==> src/rtl/cfgch_pkg.sv <==
// Package: shared constants and field positions for the configuration
// channel controller. Assumes a 32-bit data path and 12-bit byte offsets.
package cfgch_pkg;
    localparam int DATA_W = 32;
    localparam int ADDR_W = 12;
    localparam int DEV_W  = 12;
    localparam int FUNC_W = 6;

    localparam logic [ADDR_W-1:0] OFS_RTN  = 12'h0A0;
    localparam logic [ADDR_W-1:0] OFS_OUT  = 12'h0A4;
    localparam logic [ADDR_W-1:0] OFS_CTRL = 12'h0A8;
    localparam logic [ADDR_W-1:0] OFS_STAT = 12'h0AC;

    localparam int DEV_LSB  = 0;
    localparam int FUNC_LSB = 20;
    localparam int DIR_BIT  = 30;
    localparam int GO_BIT   = 31;

    // Bits of the control word that are kept when it is stored.
    localparam logic [DATA_W-1:0] CTRL_KEEP = 32'h43F0_0FFF;
    localparam logic [DATA_W-1:0] CTRL_RST  = 32'h0010_0000;
    localparam logic [FUNC_W-1:0] FUNC_OSC  = 6'd1;
endpackage

==> src/rtl/cfgch_target_chk.sv <==
// Target check: decides whether the stored function/device pair names an
// existing oscillator entry and produces the bank index.
// Assumes NUM_OSC is between 1 and 16.
module cfgch_target_chk
    import cfgch_pkg::*;
#(
    parameter int NUM_OSC = 4,
    parameter int IDX_W   = 2
) (
    input  logic [FUNC_W-1:0] func,
    input  logic [DEV_W-1:0]  dev,
    output logic              tgt_ok,
    output logic [IDX_W-1:0]  idx
);
    localparam logic [DEV_W-1:0] DEV_LIMIT = DEV_W'(NUM_OSC);

    // Legal only for the oscillator function and an index inside the bank.
    always_comb begin
        tgt_ok = (func == FUNC_OSC) && (dev < DEV_LIMIT);
        idx    = dev[IDX_W-1:0];
    end

    // an accepted target must address an existing entry.
    always_comb begin
        if (tgt_ok) begin
            assert_idx_in_range_R8: assert (int'(idx) < NUM_OSC);
        end
    end
endmodule

==> src/rtl/cfgch_osc_bank.sv <==
// Oscillator bank: NUM_OSC 32-bit entries that reload from OSC_INIT on reset.
// One entry is written per cycle, and the read port is combinational.
module cfgch_osc_bank
    import cfgch_pkg::*;
#(
    parameter int                      NUM_OSC  = 4,
    parameter int                      IDX_W    = 2,
    parameter logic [NUM_OSC*32-1:0]   OSC_INIT = '0
) (
    input  logic              clk,
    input  logic              rst_n,
    input  logic              we,
    input  logic [IDX_W-1:0]  idx,
    input  logic [DATA_W-1:0] wdata,
    output logic [DATA_W-1:0] rdata
);
    logic [DATA_W-1:0] ent [NUM_OSC];

    for (genvar g = 0; g < NUM_OSC; g++) begin : g_ent
        // One register per entry, loaded on reset or on its own write select.
        always_ff @(posedge clk) begin
            if (!rst_n)
                ent[g] <= OSC_INIT[g*32 +: 32];
            else if (we && idx == IDX_W'(g))
                ent[g] <= wdata;
        end

        // an entry changes only on a write that selects it.
        assert_entry_hold_R8: assert property (@(posedge clk) disable iff (!rst_n)
            !(we && idx == IDX_W'(g)) |=> $stable(ent[g]));
    end

    // Read mux over the existing entries only; out-of-range indices return 0.
    always_comb begin
        rdata = '0;
        for (int i = 0; i < NUM_OSC; i++) begin
            if (idx == IDX_W'(i)) rdata = ent[i];
        end
    end
endmodule

==> src/rtl/cfgch_regs.sv <==
// Register file and transfer sequencer: holds the control, status, outgoing
// and returned-data registers. It launches a transfer the cycle after a control
// write with start set and finishes it on the next edge.
// Assumes the target check and the bank read are combinational.
module cfgch_regs
    import cfgch_pkg::*;
(
    input  logic              clk,
    input  logic              rst_n,
    input  logic              reg_wr,
    input  logic [ADDR_W-1:0] reg_addr,
    input  logic [DATA_W-1:0] reg_wdata,
    output logic [DATA_W-1:0] reg_rdata,
    input  logic              tgt_ok,
    input  logic [DATA_W-1:0] bank_rdata,
    output logic [DATA_W-1:0] ctrl_q,
    output logic              bank_we,
    output logic [DATA_W-1:0] bank_wdata
);
    logic [DATA_W-1:0] out_q, rtn_q;
    logic              done_q, err_q, launch_q;
    logic              wr_ctrl, wr_out, rd_fetch;

    // Write decode for the two writable registers.
    always_comb begin
        wr_ctrl = reg_wr && (reg_addr == OFS_CTRL);
        wr_out  = reg_wr && (reg_addr == OFS_OUT);
    end

    // Completion actions of a launched transfer.
    always_comb begin
        bank_we    = launch_q && tgt_ok && ctrl_q[DIR_BIT];
        rd_fetch   = launch_q && tgt_ok && !ctrl_q[DIR_BIT];
        bank_wdata = out_q;
    end

    // Control store: masks off reserved and start bits.
    always_ff @(posedge clk) begin
        if (!rst_n)       ctrl_q <= CTRL_RST;
        else if (wr_ctrl) ctrl_q <= reg_wdata & CTRL_KEEP;
    end

    // Launch flag: one cycle after a control write carrying start.
    always_ff @(posedge clk) begin
        if (!rst_n) launch_q <= 1'b0;
        else        launch_q <= wr_ctrl && reg_wdata[GO_BIT];
    end

    // Outgoing data register.
    always_ff @(posedge clk) begin
        if (!rst_n)      out_q <= '0;
        else if (wr_out) out_q <= reg_wdata;
    end

    // Returned-data register: loaded only by a legal read transfer.
    always_ff @(posedge clk) begin
        if (!rst_n)        rtn_q <= '0;
        else if (rd_fetch) rtn_q <= bank_rdata;
    end

    // Status: a control write clears it and a completion sets done/error.
    always_ff @(posedge clk) begin
        if (!rst_n) begin
            done_q <= 1'b0;
            err_q  <= 1'b0;
        end else if (wr_ctrl) begin
            done_q <= 1'b0;
            err_q  <= 1'b0;
        end else if (launch_q) begin
            done_q <= 1'b1;
            err_q  <= !tgt_ok;
        end
    end

    // Combinational read mux; unmapped offsets return zero.
    always_comb begin
        case (reg_addr)
            OFS_RTN:  reg_rdata = rtn_q;
            OFS_OUT:  reg_rdata = out_q;
            OFS_CTRL: reg_rdata = ctrl_q;
            OFS_STAT: reg_rdata = {30'd0, err_q, done_q};
            default:  reg_rdata = '0;
        endcase
    end

    assert_ctrl_clears_status_R4: assert property (@(posedge clk) disable iff (!rst_n)
        wr_ctrl |=> (!done_q && !err_q));

    assert_ctrl_masked_R3: assert property (@(posedge clk) disable iff (!rst_n)
        wr_ctrl |=> ((ctrl_q & ~CTRL_KEEP) == '0));

    assert_launch_done_R5: assert property (@(posedge clk) disable iff (!rst_n)
        (launch_q && !wr_ctrl) |=> done_q);

    assert_illegal_error_R8: assert property (@(posedge clk) disable iff (!rst_n)
        (launch_q && !wr_ctrl) |=> (err_q == $past(!tgt_ok)));

    assert_rtn_hold_R7: assert property (@(posedge clk) disable iff (!rst_n)
        !rd_fetch |=> $stable(rtn_q));

    assert_err_implies_done_R8: assert property (@(posedge clk) disable iff (!rst_n)
        err_q |-> done_q);
endmodule

==> src/rtl/cfg_xfer_ctrl.sv <==
// Top level: configuration channel controller. It connects the register file,
// the target check and the oscillator bank.
// Assumes 1 <= NUM_OSC <= 16, with OSC_INIT holding entry i at bits [32i+31:32i].
module cfg_xfer_ctrl
    import cfgch_pkg::*;
#(
    parameter int                    NUM_OSC  = 4,
    parameter logic [NUM_OSC*32-1:0] OSC_INIT = {32'h0165_A0BC, 32'h02FA_F080,
                                                 32'h017D_7840, 32'h0262_5A00}
) (
    input  logic              clk,
    input  logic              rst_n,
    input  logic              reg_wr,
    input  logic [11:0]       reg_addr,
    input  logic [31:0]       reg_wdata,
    output logic [31:0]       reg_rdata
);
    localparam int IDX_W = (NUM_OSC > 1) ? $clog2(NUM_OSC) : 1;

    logic [DATA_W-1:0] ctrl_q, bank_rdata, bank_wdata;
    logic              tgt_ok, bank_we;
    logic [IDX_W-1:0]  idx;

    cfgch_regs u_regs (
        .clk        (clk),
        .rst_n      (rst_n),
        .reg_wr     (reg_wr),
        .reg_addr   (reg_addr),
        .reg_wdata  (reg_wdata),
        .reg_rdata  (reg_rdata),
        .tgt_ok     (tgt_ok),
        .bank_rdata (bank_rdata),
        .ctrl_q     (ctrl_q),
        .bank_we    (bank_we),
        .bank_wdata (bank_wdata)
    );

    cfgch_target_chk #(.NUM_OSC(NUM_OSC), .IDX_W(IDX_W)) u_chk (
        .func   (ctrl_q[FUNC_LSB +: FUNC_W]),
        .dev    (ctrl_q[DEV_LSB +: DEV_W]),
        .tgt_ok (tgt_ok),
        .idx    (idx)
    );

    cfgch_osc_bank #(.NUM_OSC(NUM_OSC), .IDX_W(IDX_W), .OSC_INIT(OSC_INIT)) u_bank (
        .clk   (clk),
        .rst_n (rst_n),
        .we    (bank_we),
        .idx   (idx),
        .wdata (bank_wdata),
        .rdata (bank_rdata)
    );
endmodule

==> config.mk <==
export PLATFORM = sky130hd
export DESIGN_NAME = cfg_xfer_ctrl
export DESIGN_NICKNAME = d
export VERILOG_FILES = /design/src/rtl/cfgch_pkg.sv /design/src/rtl/cfgch_target_chk.sv /design/src/rtl/cfgch_osc_bank.sv /design/src/rtl/cfgch_regs.sv /design/src/rtl/cfg_xfer_ctrl.sv
export SDC_FILE = /design/constraint.sdc
export NUM_CORES = 1
export LEC_CHECK = 0
export BUFFER_PORTS_ARGS = -buffer_cell sky130_fd_sc_hd__buf_4
export CELL_PAD_IN_SITES_DETAIL_PLACEMENT = 1
export CELL_PAD_IN_SITES_GLOBAL_PLACEMENT = 2
export CORE_UTILIZATION = 45
export CTS_BUF_LIST = sky130_fd_sc_hd__clkbuf_8
export DETAILED_ROUTE_END_ITERATION = 8
export PLACE_DENSITY = 0.95
export SYNTH_ARGS = -nofsm -noshare
export SYNTH_HDL_FRONTEND = slang
export SYNTH_SLANG_ARGS = --single-unit
export TNS_END_PERCENT = 100
==> constraint.sdc <==
create_clock -name clk -period 9.5 [get_ports clk]
set_input_delay 1.9 -clock clk [delete_from_list [all_inputs] [get_ports clk]]
set_output_delay 1.9 -clock clk [all_outputs]
set_load 0.1 [all_outputs]
==> results of run 1 <==
[state kept, by name (all words and copies together), names as in the netlist]
name,count
u_bank.ent,128
u_regs.bank_wdata,32
u_regs.rtn_q,32
u_regs.ctrl_q,19
u_regs.done_q,1
u_regs.err_q,1
u_regs.launch_q,1
[per-stage QoR]
stage	setup slack (ps)	power, uW	cells	hold slack (ps)
after floorplan	3340	1050	846	430
after global placement	3410	1070	1136	447
after detailed placement	3320	1080	1136	472
after CTS	3330	1890	1204	482
after global routing	3250	1940	1204	499
final	3330	1880	1204	483
[worst min-delay path, cell delays in order, from the launching register on]
cell     delay (ps)
dfxtp_1         320
nand2_1          60
a21oi_1          50
[where the power goes]
group	internal (uW)	switching (uW)	leakage [uW]
registers	997	5.06	0.00181
clock network	443	384	0.000433
logic	22.3	33.0	0.00124
total	1460	422	0.00348
[cell families (layout without fill, tap and decap cells)]
kind of cell,after synthesis,in the layout,share of synthesized area (%)
AO/OA/AOI/OAI,149,149,9.19
AND/OR/NAND/NOR,353,353,18.3
multiplexers,51,51,9.81
flip-flops,214,214,58.3
buffers and inverters,79,167,4.34
[final cells by class]
type | count | area [um2] | area share, %
repair buffers | 96 | 721 | 6.58
multi-input cells | 553 | 3590 | 32.8
well taps | 270 | 338 | 3.08
clock inverters | 21 | 82.6 | 0.754
flip-flops and latches | 214 | 5570 | 50.8
inverters | 3 | 11.3 | 0.103
clock buffers | 47 | 647 | 5.90
[final timing paths]
check                           slack, ps                            endpoint                                from
worst max-delay path                 3330                       reg_rdata[22]                         reg_addr[9]
worst min-delay path                  480  u_regs.bank_wdata[27]$_SDFFE_PN0P_  u_regs.bank_wdata[27]$_SDFFE_PN0P_
worst max register to register       5970      u_bank.ent[1][8]$_SDFFCE_PN0P_          u_regs.launch_q$_SDFF_PN0_
worst min register to register        480  u_regs.bank_wdata[27]$_SDFFE_PN0P_  u_regs.bank_wdata[27]$_SDFFE_PN0P_
[placed cells by master (no fill, tap or decap), types with 13 or more instances in the layout]
master / instances
o21ai_0: 32
clkbuf_8: 47
a22o_1: 13
a21oi_1: 83
buf_4: 96
nand3_1: 44
edfxtp_1: 128
o2bb2ai_1: 14
nand4_1: 35
nor2_1: 83
nor3_1: 20
dfxtp_1: 84
mux4_2: 34
inv_1: 18
mux2i_1: 17
nand2_1: 131
[layer usage]
layer / routed length (um) / track usage (%) / vias up / share of wire, %
li1: - / - / 3243 / -
met1: 11400 / 33.8 / 3748 / 38
met2: 15500 / 49.6 / 306 / 52
met3: 1770 / 4.01 / 80 / 6.0
met4: 1080 / 11.0 / 0 / 3.6
met5: 0 / 0 / - / 0
==> results.yml, run 1 <==
flow_run:
  max-cap-violations: 0
clock_tree:
  post_cts_buffers: 0
  clock_latency_ps: 540
  clock-root-buffer: "clkbuf_8"
  cts_sinks: 214
  cts.repair.resized: 0
  cts_max_level: 2
  holdBufCountCts: 0
  clk_pin_slew_ps: 60
  cts_tree: "built"
  numCtsBuffers: 37
  clk_path_buf_depth: 3
grt:
  grt_pass1_wl_mm: 45.4
  antenna_found_initial: 0
  grt.total_usage_pct: 27.8
  grt_max_degree: 55
  grt.overflow.total: 0
  grt_pass1_vias: 7811
placed_design:
  routabilityCongestion: 0.783
  post_dp_cell_area_mm2: 0.0102
  io_buffer_count: 78
  hpwl_mm: 18.6
timing:
  slew_headroom_pct: 14.5
  fmax_mhz: 162
  finClkSkew_ps: 23.3
  finalCritPeriodShare_pct: 65.0
  final_max_slew_viol_count: 0
  setup_viol: 0
  finalHoldViolCount: 0
  fin_crit_ps: 6170
  tightestPinTransition_ps: 1280
  finalSetupTns_ps: 0
  grt_setup_unrepaired: "false"
min_path:
  whs_path_depth: 2
  holdCritPathClass: "flip-flop to flip-flop"
synthesis:
  ys_seq_area_share_pct: 58.3
  ys_seq_elements: 214
  syn_nets: 893
  syn_inst: 846
  syn_area_per_cell_um2: 11.3
  synth_top_area_share_pct: 40.3
  synth_ff_type: "edfxtp_1"
  netlist_area_mm2: 0.00954
  yosysMostFrequentCell: "nand2_1"
  yosys_warnings: 0
  synth_common_cells: "nand2_1 (131), edfxtp_1 (128), dfxtp_1 (86), a21oi_1 (83), nor2_1 (83)"
  synth_largest_area_cell: "edfxtp_1"
  yosys-top-cells-area: "edfxtp_1 (40%), dfxtp_1 (18%), mux4_2 (8.0%)"
  async_flop_share_pct: 0
  synth_cell_type_count: 42
  synth_edf_count: 128
finish:
  fin_nets: 952
  fin_util_pct: 53.5
  fillCellCount: 2176
  postLayoutCellArea_mm2: 0.0110
  drive_gt1_share_pct: 21.9
  area_delta_synth_final_pct: 14.9
  n_antenna_cell: 0
drt:
  drc_errors: 0
  routed_wl_mm: 29.8
  drtAntennaViolNets: 0
  wl_per_cell_um: 24.7
  drt_iter0_drc: 487
  routed_via_density: 6.13
  first_pass_iters: 5
  num_vias: 7377
setup_path:
  cp_slowest_cell: "nor3b_4"
  path_buf_inv: 3
  max_stage_delay_ps: 690
  crit_cells: 7
  critPathKind: "input port to output port"
  worstPathRequired_ps: 7600
  cp.arrival_ps: 4270
  startpoint_type: "input port"
  cpMostUsedCell: "buf_4"
  critPathMaxFanout: 19
  path_cells: "buf_4, nor4_4, nand3_2, nor3b_4, buf_4, o2bb2ai_1, buf_4"
  ff2ff_path_depth: 6
  crit_family: "simple AND/OR/NAND/NOR gates"
  end_kind: "output port"
floorplan:
  die_x_um: 148
  rows: 52
  die_h_um: 148
  start_util_pct: 46.6
  ioPinCount: 79
  core_mm2: 0.0205
  dieArea_mm2: 0.0218
pwr:
  vdd_drop_max_v: 0.000143
  p_leak_uw: 0.00348
  powerDensity_mw_per_mm2: 172
run_status:
  outcome: "finished clean"
Note: power is estimated with default switching activity, not from simulation.
==> run 2, diff against run 1 <==
- ABC_AREA: not set -> 1
- CORE_UTILIZATION: 45 -> 34
- PLACE_DENSITY: 0.95 -> 0.9
- clock period: 9.5 -> 5.2 ns (I/O delays scaled with it)
==> results.yml, run 2 <==
drt:
  drc_errors: 0
  wl_per_cell_um: 19.3
  first_pass_iters: 5
  drt_iter0_drc: 651
  routed_wl_mm: 32.1
  routed_via_density: 5.07
  num_vias: 8455
  drtAntennaViolNets: 0
setup_path:
  path_cells: "buf_4, nor2_1, nand2_1, nor2_4, nand3_1, buf_4, inv_2, nand2_1, o211ai_1, buf_4"
  cp_slowest_cell: "inv_2"
  cp.arrival_ps: 3060
  critPathKind: "input port to output port"
  worstPathRequired_ps: 4160
  path_buf_inv: 4
  r2r_end: "u_bank.ent[0][2]$_SDFFCE_PN0P_"
  crit_family: "buffers and inverters"
  r2r_slack_ps: 2130
  ff2ff_path_depth: 5
  end_kind: "output port"
  cpMostUsedCell: "buf_4"
  critPathMaxFanout: 24
  startpoint_type: "input port"
  r2r-start: "u_regs.ctrl_q[0]$_SDFFE_PN0P_"
  max_stage_delay_ps: 400
pwr:
  power_uw: 3390
  p_leak_uw: 0.00459
  pwr-share-clk_pct: 43.2
  powerDensity_mw_per_mm2: 297
  internal-power_uw: 2600
  switchingPower_uw: 786
  seqPwrFrac_pct: 53.7
  vdd_drop_max_v: 0.000162
  swShare_pct: 23.2
  combPwrFrac_pct: 3.1
timing:
  finalHoldViolCount: 0
  finalSetupTns_ps: 0
  fmax_mhz: 244
  layout_setup_ws_ps: 1100
  finClkSkew_ps: 22.2
  fin_crit_ps: 4100
  finalCritPeriodShare_pct: 78.9
  tightestPinTransition_ps: 1150
  setup_viol: 0
  grt_setup_unrepaired: "false"
  final_max_slew_viol_count: 0
  slew_headroom_pct: 23.0
finish:
  n_antenna_cell: 0
  regMostFlops: "u_bank.ent"
  final_common_cell: "nand2_1"
  fin_cells: 1667
  drive_gt1_share_pct: 14.0
  area_delta_synth_final_pct: 16.1
  largest_register_ff_count: 128
  final_cell_mix: "nand2_1 (344), nor2_1 (209), inv_1 (145)"
  fin_nets: 1308
clock_tree:
  cts.repair.resized: 0
  cts_max_level: 2
  clk_path_buf_depth: 3
  cts_tree: "built"
  cts_sinks: 214
  numCtsBuffers: 37
  holdBufCountCts: 0
  clock_latency_ps: 540
  clk_pin_slew_ps: 60
  post_cts_buffers: 0
  clock-root-buffer: "clkbuf_8"
min_path:
  holdCritPathClass: "flip-flop to flip-flop"
  whs_path_depth: 2
  hold_end: "u_regs.done_q$_SDFFE_PP0P_"
  hp-start: "u_regs.done_q$_SDFFE_PP0P_"
grt:
  antenna_found_initial: 0
  grt.overflow.total: 0
  grt_pass1_vias: 8698
  grt.total_usage_pct: 22.4
  grt_pass1_wl_mm: 49.4
  grt_max_degree: 80
synthesis:
  synth_edf_count: 128
  yosys-top-cells-area: "edfxtp_1 (39%), dfxtp_1 (18%), nand2_1 (13%)"
  syn_nets: 1239
  yosysMostFrequentCell: "nand2_1"
  synth_top_area_share_pct: 39.2
  ys_seq_elements: 214
  syn_area_per_cell_um2: 8.23
  synth_common_cells: "nand2_1 (344), nor2_1 (210), inv_1 (131), edfxtp_1 (128), dfxtp_1 (86)"
  synth_ff_type: "edfxtp_1"
  ys_seq_area_share_pct: 56.7
  synth_cell_type_count: 25
  synth_largest_area_cell: "edfxtp_1"
  netlist_area_mm2: 0.00981
  async_flop_share_pct: 0
  yosys_warnings: 0
  syn_inst: 1192
floorplan:
  ioPinCount: 79
  dieArea_mm2: 0.0295
  start_util_pct: 34.9
  die_h_um: 172
  core_mm2: 0.0281
  rows: 61
  die_x_um: 172
placed_design:
  dpl_worst_slack_ps: 1130
  hpwl_mm: 20.1
  routabilityCongestion: 0.782
  io_buffer_count: 78
  placedCellCount: 1600
run_status:
  outcome: "finished clean"
flow_run:
  max-cap-violations: 0
[run 2: changes by cell type after synthesis, moves of 14 or more]
cell	previous run	this run
mux2i_1	17	0
inv_1	2	131
o2bb2ai_1	14	0
o211ai_1	0	14
nand4_1	35	59
a21oi_1	83	0
nand2_1	131	344
nor2_1	83	210
mux4_2	34	0
[run 2: how the worst max path moves through the flow]
stage / depth (start not counted) / end / from / slack [ps]
2_1_floorplan: 6 / reg_rdata[12] / reg_addr[0] / 960
4_1_cts: 10 / reg_rdata[10] / reg_addr[9] / 1130
5_1_grt: 10 / reg_rdata[10] / reg_addr[9] / 910
3_3_place_gp: 10 / reg_rdata[10] / reg_addr[9] / 1120
3_5_place_dp: 10 / reg_rdata[10] / reg_addr[9] / 1130
6_report: 10 / reg_rdata[10] / reg_addr[9] / 1100
[run 2: tightest hold or removal path: cells and delay by family (launching register included)]
kind | cells | cell delay, ps
flip-flops | 1 | 320
AND/OR/NAND/NOR | 2 | 140
[run 2: layer usage]
layer	track usage, %	up-vias	part of all wire (%)
met3	4.03	63	6.1
met1	28.7	4148	43
met4	7.54	0	2.6
met5	0	-	0
li1	-	3956	-
met2	38.0	288	48
[run 2: kinds of logic (layout without fill, tap and decap cells)]
logic type             count (synthesis)  after routing  synth area share (%)
buffers and inverters                207            304                  8.69
DFF                                  214            214                  56.7
and+or+nand+nor                      702            702                  30.6
AOI/OAI and AO/OA                     69             69                  3.97
[run 2: metrics by stage]
stage / cell area [um2] / hold slack (ps) / util, %
6_report: 11400 / 502 / 40.6
5_1_grt: 11400 / 528 / 40.6
3_3_place_gp: 10700 / 470 / 38.1
2_1_floorplan: 9810 / 450 / -
4_1_cts: 11400 / 497 / 40.6
3_5_place_dp: 10700 / 487 / 38.1
[run 2: power groups by stage]
stage / clock [uW] / combinational [uW] / sequential [uW]
CTS: 1490 / 107 / 1820
global route: 1540 / 115 / 1820
detailed placement: 0 / 107 / 1860
global placement: 0 / 105 / 1850
floorplan: 0 / 48.2 / 1850
finish: 1460 / 105 / 1820
[run 2: final cells by class]
cell class | count | area, um2
Clock inverter | 24 | 98.8
Timing Repair Buffer | 101 | 758
Multi-Input combinational cell | 771 | 3390
Clock buffer | 43 | 592
Fill cell | 3468 | 16700
Sequential cell | 214 | 5570
Inverter | 136 | 510
Tap cell | 378 | 473
